File: src/rtl/cen_pkg.sv
package cen_pkg;
  // ceil(log2(in/low)), at least 1
  function automatic int div_width(input int in_hz, input int low_hz);
    int ratio;
    ratio = in_hz / low_hz;
    if (ratio < 2) return 1;
    return $clog2(ratio);
  endfunction
endpackage

File: src/rtl/cen_counter.sv
module cen_counter #(
  parameter int CNT_W = 8,
  parameter int TAP_W = 4
) (
  input  logic             clk_i,
  input  logic             rst_ni,
  output logic [TAP_W-1:0] tap_o
);
  logic [CNT_W-1:0] cnt_q;

  always_ff @(posedge clk_i) begin
    if (!rst_ni) cnt_q <= '0;
    else         cnt_q <= cnt_q + 1'b1;
  end

  assign tap_o = cnt_q[CNT_W-1 -: TAP_W];

  a_r5_cnt_clear: assert property (@(posedge clk_i)
    !rst_ni |=> (cnt_q == '0));

  a_r1_cnt_step: assert property (@(posedge clk_i) disable iff (!rst_ni)
    rst_ni |=> (cnt_q == $past(cnt_q) + CNT_W'(1)));
endmodule

File: src/rtl/cen_edge_det.sv
module cen_edge_det (
  input  logic clk_i,
  input  logic rst_ni,
  input  logic level_i,
  output logic pulse_o
);
  logic level_d_q;

  always_ff @(posedge clk_i) begin
    if (!rst_ni) level_d_q <= 1'b0;
    else         level_d_q <= level_i;
  end

  assign pulse_o = level_i & ~level_d_q;

  a_r3_one_cycle: assert property (@(posedge clk_i) disable iff (!rst_ni)
    pulse_o |=> !pulse_o);

  a_r5_quiet_after_reset: assert property (@(posedge clk_i)
    !rst_ni |=> !pulse_o);
endmodule

File: src/rtl/cen_capture.sv
module cen_capture #(
  parameter int DATA_W = 8
) (
  input  logic              clk_i,
  input  logic              rst_ni,
  input  logic              en_i,
  input  logic [DATA_W-1:0] d_i,
  output logic [DATA_W-1:0] q_o
);
  always_ff @(posedge clk_i) begin
    if (!rst_ni)   q_o <= '0;
    else if (en_i) q_o <= d_i;
  end

  a_r7_hold: assert property (@(posedge clk_i) disable iff (!rst_ni)
    !en_i |=> $stable(q_o));

  a_r7_load: assert property (@(posedge clk_i) disable iff (!rst_ni)
    en_i |=> (q_o == $past(d_i)));
endmodule

File: src/rtl/cen_strobe_gen.sv
module cen_strobe_gen #(
  parameter int IN_FREQ_HZ  = 50_000_000,
  parameter int LOW_FREQ_HZ = 1_000,
  parameter int NUM_OUT     = 4,
  parameter int DATA_W      = 8
) (
  input  logic              clk_i,
  input  logic              rst_ni,
  input  logic [DATA_W-1:0] sample_i,
  output logic [NUM_OUT-1:0] strobe_o,
  output logic [DATA_W-1:0] capture_o
);
  localparam int CNT_W = cen_pkg::div_width(IN_FREQ_HZ, LOW_FREQ_HZ);

  logic [NUM_OUT-1:0] tap;

  cen_counter #(
    .CNT_W(CNT_W),
    .TAP_W(NUM_OUT)
  ) i_counter (
    .clk_i (clk_i),
    .rst_ni(rst_ni),
    .tap_o (tap)
  );

  // output k follows counter bit CNT_W-1-k, i.e. tap bit NUM_OUT-1-k
  for (genvar k = 0; k < NUM_OUT; k++) begin : g_out
    cen_edge_det i_edge (
      .clk_i  (clk_i),
      .rst_ni (rst_ni),
      .level_i(tap[NUM_OUT-1-k]),
      .pulse_o(strobe_o[k])
    );
  end

  cen_capture #(
    .DATA_W(DATA_W)
  ) i_capture (
    .clk_i (clk_i),
    .rst_ni(rst_ni),
    .en_i  (strobe_o[0]),
    .d_i   (sample_i),
    .q_o   (capture_o)
  );

  a_r4_onehot: assert property (@(posedge clk_i) disable iff (!rst_ni)
    $onehot0(strobe_o));
endmodule

File: config.mk
export PLATFORM = sky130hd
export DESIGN_NAME = cen_strobe_gen
export DESIGN_NICKNAME = d
export VERILOG_FILES = /design/src/rtl/cen_pkg.sv /design/src/rtl/cen_counter.sv /design/src/rtl/cen_edge_det.sv /design/src/rtl/cen_capture.sv /design/src/rtl/cen_strobe_gen.sv
export SDC_FILE = /design/constraint.sdc
export NUM_CORES = 1
export LEC_CHECK = 0
export BUFFER_PORTS_ARGS = -buffer_cell sky130_fd_sc_hd__buf_2
export CORE_AREA = 8 8 55 57
export DETAILED_ROUTE_END_ITERATION = 10
export DIE_AREA = 0 0 63 65
export PLACE_DENSITY = 0.73
export SLEW_MARGIN = 20
export SYNTH_ARGS = -nofsm -noshare
export SYNTH_HDL_FRONTEND = slang
export SYNTH_SLANG_ARGS = --single-unit
File: constraint.sdc
create_clock -name clk_i -period 2.71 [get_ports clk_i]
set_clock_uncertainty 0.2 [all_clocks]
set_input_delay 0.271 -clock clk_i [delete_from_list [all_inputs] [get_ports clk_i]]
set_output_delay 0.271 -clock clk_i [all_outputs]
set_load 0.03 [all_outputs]
# Word-level counts from Yosys, hierarchy flattened

Index checks and enable logic that the tools add are counted.

Bits in writable memories: 0
Word-level logic and storage cells: 15
Latch bits: 0
Output and inout bits: 12
Register bits: 28
Bits of input ports: 10
Memories: 0
ROM bits: 0

Reduce and logical (&&, ||, !) cells: 0
Eq/ne operators: 0
Shifts and indexed selects: 0
Add/subtract/negate cells: 1
Divide/modulo/power cells: 0
$lt $le $gt $ge: 0
Bitwise gates (word level): 8
Mux-type cells: 0
Multiply operators: 0

Operator list:

| kind                    | count |
|---|---|
| $add A16 B1 Y16 const B | 1 |
| $and A1 B1 Y1           | 4 |
| $not A1 Y1              | 4 |

# Logic depth before layout (Yosys ltp)

Gate-level depths: netlist of the first run.

Depth after elaboration: 2
Gate-level depth with buffers: 5
Gate-level depth less buffers: 4

# Modules after synthesis

From an unflattened synthesis of the first run, not the netlist that was laid out.

Cell total of the unflattened synthesis: 123
Area, all modules: 1221.2 µm²

By module, submodules not included:

| module       | cells an instance | times used | seq. area each (µm²) | area each (µm²) |
|---|---|---|---|---|
| cen_counter  | 86                | 1          | 320.3                | 759.5 |
| cen_capture  | 25                | 1          | 160.2                | 301.5 |
| cen_edge_det | 3                 | 4          | 20.0                 | 40.0 |

# Worst setup path before layout of the first run

Ideal clock, no wire load.

Path kind: reg2reg
Start point: reg i_counter.cnt_q[0]
End point: reg i_counter.cnt_q[14]
Setup slack: 1061 ps
Clock period less this slack: 1649 ps
Path buffers: 0
Data arrival time: 1328 ps
Cell stages (with the launch flop): 5
Required time: 2389 ps
Library setup time: 121 ps
Cells stage by stage: dfxtp_1 ha_1 nand4_1 nor4_1 mux2_2

Word-level cells in the longest chain between the ends: 1

Ends and longest elaborated chain:

| item                   | RTL line          | text |
|---|---|---|
| from (decl)            | cen_counter.sv:9  | `logic [CNT_W-1:0] cnt_q;` |
| from (signal assigned) | cen_counter.sv:13 | `else cnt_q <= cnt_q + 1'b1;` |
| $add A16 B1 Y16        | cen_counter.sv:13 |  |

No other way between the ends.
A chain may end at the register's enable or synchronous reset.

# Worst setup path in the final report of the first run

Start point: reg g_out[0].i_edge.level_d_q
End point: out strobe_o[0]

Word-level cells in the longest chain between the ends: 2

Ends and longest elaborated chain:

| item                   | RTL line             | text |
|---|---|---|
| from (decl)            | cen_edge_det.sv:7    | `logic level_d_q;` |
| from (signal assigned) | cen_edge_det.sv:11   | `else level_d_q <= level_i;` |
| $not A1 Y1             | cen_edge_det.sv:14   | `assign pulse_o = level_i & ~level_d_q;` |
| $and A1 B1 Y1          | cen_edge_det.sv:14   |  |
| to (decl)              | cen_strobe_gen.sv:10 | `output logic [NUM_OUT-1:0] strobe_o,` |

No other way between the ends.

==> impl_metrics.tcl, run 1 <==
set metrics [dict create \
    yosys_warnings 0 \
    num_vias 963 \
    syn_avg_cell_area_um2 8.876 \
    synth_cell_types 26 \
    initial_core_utilization_pct 52.88 \
    critical_path_buf_inv_count 2 \
    cts.sinks 28 \
    antenna_found_initial 0 \
    cp-startpoint "g_out[0].i_edge.level_d_q$_SDFF_PN0_" \
    timing_worst_slew_pin_value_ns 0.6940 \
    place_hpwl_mm 1.656 \
    timing.final.ws_setup_ns 0.7530 \
    worstPathCellList "nand2b_1, clkinv_1, buf_2" \
    syn-num-nets 139 \
    final_period_demand_of_the_worst_path_ns 1.957 \
    finalWeightedCongestion 0.8162 \
    commonest_non_fill_non_tap_cell_in_the_layout "sky130_fd_sc_hd__dfxtp_1" \
    cts.clk_slew.worst_paths_ns 0.13 \
    finish.net_count 167 \
    vdd.ir_drop.worst_mv 0.2543 \
    postSynthCellCount 128 \
    design.core.area_um2 2148 \
    worstReg2RegStart "i_counter.cnt_q[0]$_SDFF_PN0_" \
    setup.worst_path.class "register to output pin" \
    vias_per_cell 5.291 \
    outcome "completed" \
    slew_violations 0 \
    final-hold-violation-count 0 \
    timing.hold.ws_ns 0.2602 \
    final_min_period_over_clock_period_pct 72.21 \
    cts_setup_buffers 0 \
    final_cell_mix "sky130_fd_sc_hd__dfxtp_1 (28), sky130_fd_sc_hd__buf_2 (21), sky130_fd_sc_hd__nand2_1 (18), sky130_fd_sc_hd__a21oi_1 (15), sky130_fd_sc_hd__nor2_1 (10)" \
    maximum_achievable_frequency_mhz 511.0 \
    total_power_uw 613.6 \
    postRouteWirelength_mm 2.299 \
    tritoncts "done" \
    drtPass1Iterations 4 \
    fraction_of_final_layout_cells_with_drive_strength_greater_than_1_pct 19.48 \
    max-clock-path-buffers 2 \
    rsz0062_at_grt "false" \
    postSynthRegisterBits 28 \
    finalNonFillerCells 182 \
    cts.htree.levels 1 \
    leakagePower_nw 0.5201 \
    fillers 200 \
    io_count 22 \
    grt-ovfl-total 0 \
    hold_path.startpoint "i_capture.q_o[0]$_SDFFE_PN0P_" \
    ys_seq_area_share_pct 49.34 \
    drtIter0Drc 29 \
    cts_made_buffers 3 \
    timing.critical_path.to_type "output pin" \
    grt_pass1_vias 971 \
    clk_latency_ns 0.32 \
    setup_viol 0 \
    grt_util_all_layers_pct 12.20 \
    placementRows 17 \
    wire_length_of_the_first_global_routing_pass_mm 4.133 \
    detail_route.drc_violations 0 \
    cts_root_buffer "sky130_fd_sc_hd__clkbuf_4" \
    postSynth.topFlopCell "sky130_fd_sc_hd__dfxtp_1" \
    floorplan.die.height_um 65 \
    postCtsResizedCells 0 \
    largest_net_degree_at_the_start_of_global_routing 25 \
    synth_top_area_share_pct 49.34 \
    post-synth-top-area-cell "sky130_fd_sc_hd__dfxtp_1" \
    synthesis.area_um2 1136 \
    wl_per_cell_um 12.63 \
    critical_path.startpoint_type "register" \
    hold_path_class "register to register" \
    synth_enable_flop_cells 0 \
    critical-path-max-stage-delay_ns 0.32 \
    totalNegativeSetupSlack_ns 0 \
    slowest_stage "sky130_fd_sc_hd__dfxtp_1" \
    die_wd_um 63 \
    area_delta_synth_final_pct 17.95 \
    crit_path_max_fanout 9 \
    cellPowerDensity_nw_per_um2 457.9 \
    cp_top_family "buffers and inverters" \
    arrival_ns 1.49 \
    antennaDiodeCount 0 \
    pre_cts_ws_ns 0.9484 \
    ys_async_sr_fraction_pct 0 \
    cap_violations 0 \
    post-place-cells 170 \
    ant_nets 0 \
    worst_ep_required_time_ns 2.24 \
    synth.top_cells.by_area "sky130_fd_sc_hd__dfxtp_1 (49%), sky130_fd_sc_hd__a21oi_1 (6.6%), sky130_fd_sc_hd__nand2_1 (5.9%), sky130_fd_sc_hd__mux2_2 (4.0%), sky130_fd_sc_hd__nor2_1 (3.3%)" \
    floorplan.die_area_um2 4095 \
    port_buffers 21 \
    timing.max_slew.rel_slack_pct 53.68 \
]
-- timing repair --
item | in CTS | in global routing
endpoints found under the hold margin | 9 | 0
hold buffers | 9 | 0
endpoints found under the setup margin | 0 | 0
-- worst register-to-register path, delay by kind of cell, from the launching register on --
| kind | cells | cell delay, ns |
|---|---|---|
| fa+ha+maj | 1 | 0.28 |
| flops | 1 | 0.43 |
| mux | 1 | 0.36 |
| simple gates | 2 | 0.42 |
-- report_power, final --
part | switching, mW | total, mW | leakage (nW) | internal, mW
Combinational | 0.0143 | 0.0320 | 0.280 | 0.0177
Sequential | 0.00492 | 0.420 | 0.226 | 0.415
Clock | 0.109 | 0.161 | 0.0138 | 0.0521
-- kinds of logic (layout without fill, tap and decap cells) --
family,after synthesis,after routing,share of synthesized area [%]
AND/OR/NAND/NOR,58,58,26.76
flip-flops,28,28,49.34
AO/OA/AOI/OAI,22,22,10.57
buffers and inverters,12,38,5.947
multiplexers,4,4,3.964
XOR/XNOR,3,3,2.313
adder cells (fa/ha/maj),1,1,1.101
-- stage by stage --
step | util (%) | cell area (µm²)
final | 62.38 | 1340
after global routing | 62.38 | 1340
after CTS | 62.38 | 1340
after detailed placement | 57.13 | 1227
after global placement | 57.13 | 1227
after floorplan | - | 1136
-- layout make-up --
| cell class | count | area (µm²) | area share [%] |
|---|---|---|---|
| Tap cell | 28 | 35.03 | 2.614 |
| Inverter | 5 | 18.77 | 1.401 |
| Timing Repair Buffer | 30 | 195.2 | 14.57 |
| Multi-Input combinational cell | 88 | 508.0 | 37.91 |
| Clock buffer | 3 | 22.52 | 1.681 |
| Sequential cell | 28 | 560.5 | 41.83 |
-- sequential cells by signal, summed over array words and instances (netlist names) --
name / cells
g_out.i_edge.level_d_q: 4
i_counter.cnt_q: 16
i_capture.q_o: 8
-- metal layers --
layer | up-vias | GRT usage [%] | part of all wire [%]
met5 | - | 0 | 0
li1 | 498 | - | -
met1 | 440 | 12.38 | 44
met2 | 18 | 22.15 | 50
met3 | 7 | 3.093 | 3.5
met4 | 0 | 7.407 | 2.7
-- final timing paths --
kind | slack (ns) | cells past startpoint | end
min reg2reg | 0.26 | 2 | i_capture.q_o[0]$_SDFFE_PN0P_
min | 0.26 | 2 | i_capture.q_o[0]$_SDFFE_PN0P_
max | 0.75 | 3 | strobe_o[0]
max reg2reg | 0.94 | 4 | i_counter.cnt_q[14]$_SDFF_PN0_
-- Yosys cell counts, drive strengths merged (4+ instances only) --
master / number
and2: 4
nor2: 10
buf: 5
or4: 4
nand4: 5
o31ai: 4
inv: 4
a21oi: 15
dfxtp: 28
mux2: 4
nand2: 18
nand3: 7
Power figures use the tool's default switching activity.
==> run 2: changes to the inputs <==
--- a/config.mk
+++ b/config.mk
@@ -6,10 +6,10 @@
 export NUM_CORES = 1
 export LEC_CHECK = 0
 export BUFFER_PORTS_ARGS = -buffer_cell sky130_fd_sc_hd__buf_2
-export CORE_AREA = 8 8 55 57
+export CORE_AREA = 8 8 59 61
 export DETAILED_ROUTE_END_ITERATION = 10
-export DIE_AREA = 0 0 63 65
-export PLACE_DENSITY = 0.73
+export DIE_AREA = 0 0 67 69
+export PLACE_DENSITY = 0.66
 export SLEW_MARGIN = 20
 export SYNTH_ARGS = -nofsm -noshare
 export SYNTH_HDL_FRONTEND = slang
==> constraint.sdc (replaced) <==
create_clock -name clk_i -period 1.6 [get_ports clk_i]
set_clock_uncertainty 0.2 [all_clocks]
set_input_delay 0.16 -clock clk_i [delete_from_list [all_inputs] [get_ports clk_i]]
set_output_delay 0.16 -clock clk_i [all_outputs]
set_load 0.03 [all_outputs]
==> run 2 against run 1 <==
Combinational power increased to 2.6 times the previous value. Sequential power increased by 68%. Clock-buffer cell count increased by 1. Setup slack got worse by 0.75 ns. Cell count increased by 14%. Cell area increased by 24%. Utilization increased by 1.3 points. Critical path depth increased by 1. Sequential share of layout area decreased by 6.3 points. Global-route usage decreased by 0.98 points. Via count increased by 12%. Critical endpoint is now i_counter.cnt_q[11]$_SDFF_PN0_. Largest power group unchanged. Highest routed layer unchanged.
==> impl_metrics.tcl, run 2 (same netlist as run 1, synthesis figures left out) <==
set metrics [dict create \
    outcome "completed" \
    grt_pass1_vias 1015 \
    area_delta_synth_final_pct 46.48 \
    largest_net_degree_at_the_start_of_global_routing 16 \
    initial_core_utilization_pct 43.44 \
    cts_made_buffers 3 \
    worst_ep_required_time_ns 1.67 \
    worstReg2RegStart "i_counter.cnt_q[9]$_SDFF_PN0_" \
    hold_path_class "register to register" \
    cp-startpoint "i_counter.cnt_q[9]$_SDFF_PN0_" \
    timing_worst_slew_pin_value_ns 0.2742 \
    largest_register_by_flop_count "i_counter.cnt_q" \
    cellPowerDensity_nw_per_um2 652.4 \
    drtIter0Drc 16 \
    total_length_of_routed_met2_wires_mm 1.361 \
    die_wd_um 67 \
    antenna_found_initial 0 \
    final_min_period_over_clock_period_pct 99.52 \
    maximum_achievable_frequency_mhz 628.0 \
    slew_violations 0 \
    power.net_switching_uw 242.9 \
    largest_register_ffs 16 \
    grt-ovfl-total 0 \
    final_cell_mix "sky130_fd_sc_hd__buf_2 (20), sky130_fd_sc_hd__buf_4 (20), sky130_fd_sc_hd__nand2_1 (17), sky130_fd_sc_hd__dfxtp_1 (15), sky130_fd_sc_hd__a21oi_1 (12)" \
    finalInstanceArea_um2 1664 \
    clk_latency_ns 0.33 \
    final-hold-violation-count 0 \
    met1_length_mm 1.150 \
    num_vias 1074 \
    timing.rr.end "i_counter.cnt_q[11]$_SDFF_PN0_" \
    hold_path.startpoint "i_capture.q_o[7]$_SDFFE_PN0P_" \
    ant_nets 0 \
    port_buffers 21 \
    max-clock-path-buffers 2 \
    placementRows 19 \
    cts_root_buffer "sky130_fd_sc_hd__clkbuf_4" \
    antennaDiodeCount 0 \
    register_area_um2 591.8 \
    holdPathEnd "i_capture.q_o[7]$_SDFFE_PN0P_" \
    timing.critical_path.to_type "register" \
    cts.clk_slew.worst_paths_ns 0.14 \
    route.top_layer_used "met4" \
    wl_per_cell_um 13.17 \
    setup_viol 0 \
    worstRegToRegCells 4 \
    floorplan.die.height_um 69 \
    worst_hold_path.num_cells 2 \
    wl_met3_um 163 \
    final_period_demand_of_the_worst_path_ns 1.592 \
    cap_violations 0 \
    postRouteWirelength_mm 2.740 \
    leakagePower_nw 0.6832 \
    setup.worst_path.class "register to register" \
    multi_input_area_um2 603.1 \
    tritoncts "done" \
    timing.final.ws_setup_ns 0.007690 \
    cts.sinks 28 \
    arrival_ns 1.66 \
    p_int_uw 842.8 \
    cts.htree.levels 1 \
    finish.net_count 189 \
    placed_area_um2 1349 \
    r2r_setup_slack_ns 0.008 \
    floorplan.die_area_um2 4623 \
    layout_top_registers "i_counter.cnt_q (16), i_capture.q_o (8), g_out.i_edge.level_d_q (4)" \
    share_of_total_power_in_the_clock_network_pct 27.3 \
    vdd.ir_drop.worst_mv 0.4903 \
    finalWeightedCongestion 0.7841 \
    rsz0062_at_grt "true" \
    detail_route.drc_violations 0 \
    crit_path_max_fanout 5 \
    timing.max_slew.rel_slack_pct 81.56 \
    p_seq_share_pct 64.9 \
    drtPass1Iterations 4 \
    grt_util_all_layers_pct 11.21 \
    power.switching_fraction_pct 22.37 \
    place_hpwl_mm 1.793 \
    vias_per_cell 5.163 \
    pre_cts_ws_ns -0.0003714 \
    critical_path.startpoint_type "register" \
    design.core.area_um2 2615 \
    fraction_of_final_layout_cells_with_drive_strength_greater_than_1_pct 44.63 \
    fillers 215 \
    combinationalPowerShare_pct 7.8 \
    wire_length_of_the_first_global_routing_pass_mm 4.236 \
    io_count 22 \
]
==> run 2: metal layers <==
metal | track usage (%) | vias up
met5 | 0 | -
met4 | 5.814 | 0
met3 | 2.585 | 5
met2 | 19.15 | 23
met1 | 12.25 | 506
li1 | - | 540
==> run 2: worst max path at each step <==
stage / end / slack [ns]
after floorplan: i_counter.cnt_q[14]$_SDFF_PN0_ / -0.02
after global placement: i_counter.cnt_q[14]$_SDFF_PN0_ / 0.01
after detailed placement: i_counter.cnt_q[14]$_SDFF_PN0_ / -0.0004
after CTS: i_counter.cnt_q[15]$_SDFF_PN0_ / -0.007
after global routing: i_counter.cnt_q[11]$_SDFF_PN0_ / -0.01
final: i_counter.cnt_q[11]$_SDFF_PN0_ / 0.008
==> run 2: through the flow <==
| step | total power, mW | setup TNS, ns | hold slack, ns | std cells | util, % |
|---|---|---|---|---|---|
| after global placement | 0.7821 | 0 | 0.1995 | 186 | 51.58 |
| after global routing | 1.149 | -0.04659 | 0.2790 | 208 | 63.64 |
| after CTS | 1.102 | -0.006976 | 0.2645 | 199 | 56.41 |
| final | 1.086 | 0 | 0.2611 | 208 | 63.64 |
| after floorplan | 0.7531 | -0.01687 | 0.08095 | 128 | - |
| after detailed placement | 0.7837 | -0.0003714 | 0.2082 | 186 | 51.58 |
==> run 2: what timing repair did <==
action                                  CTS  global route
gates resized for setup                   4            34
hold buffers                              9             0
endpoints found under the hold margin    12             0
endpoints found under the setup margin    4            10
setup buffers                             0             9
pin swaps                                 1            10
==> run 2: critical path, cell delays in order, from the launching register on <==
cell	delay (ns)
sky130_fd_sc_hd__dfxtp_2	0.38
sky130_fd_sc_hd__nand4_1	0.20
sky130_fd_sc_hd__buf_4	0.22
sky130_fd_sc_hd__or4_4	0.41
sky130_fd_sc_hd__a21oi_2	0.12
==> run 2: cell type report <==
type | count | area share [%]
multi-input cells | 88 | 36.24
inverters | 5 | 1.504
flip-flops and latches | 28 | 35.56
well taps | 31 | 2.331
clock buffers | 4 | 1.579
repair buffers | 52 | 22.78
==> run 2: power groups by stage <==
stage	sequential (mW)	combinational [mW]	clock, mW
final	0.705	0.0844	0.297
after CTS	0.711	0.0750	0.316
after detailed placement	0.726	0.0579	0
after global routing	0.706	0.0928	0.350
after global placement	0.725	0.0569	0
after floorplan	0.728	0.0248	0
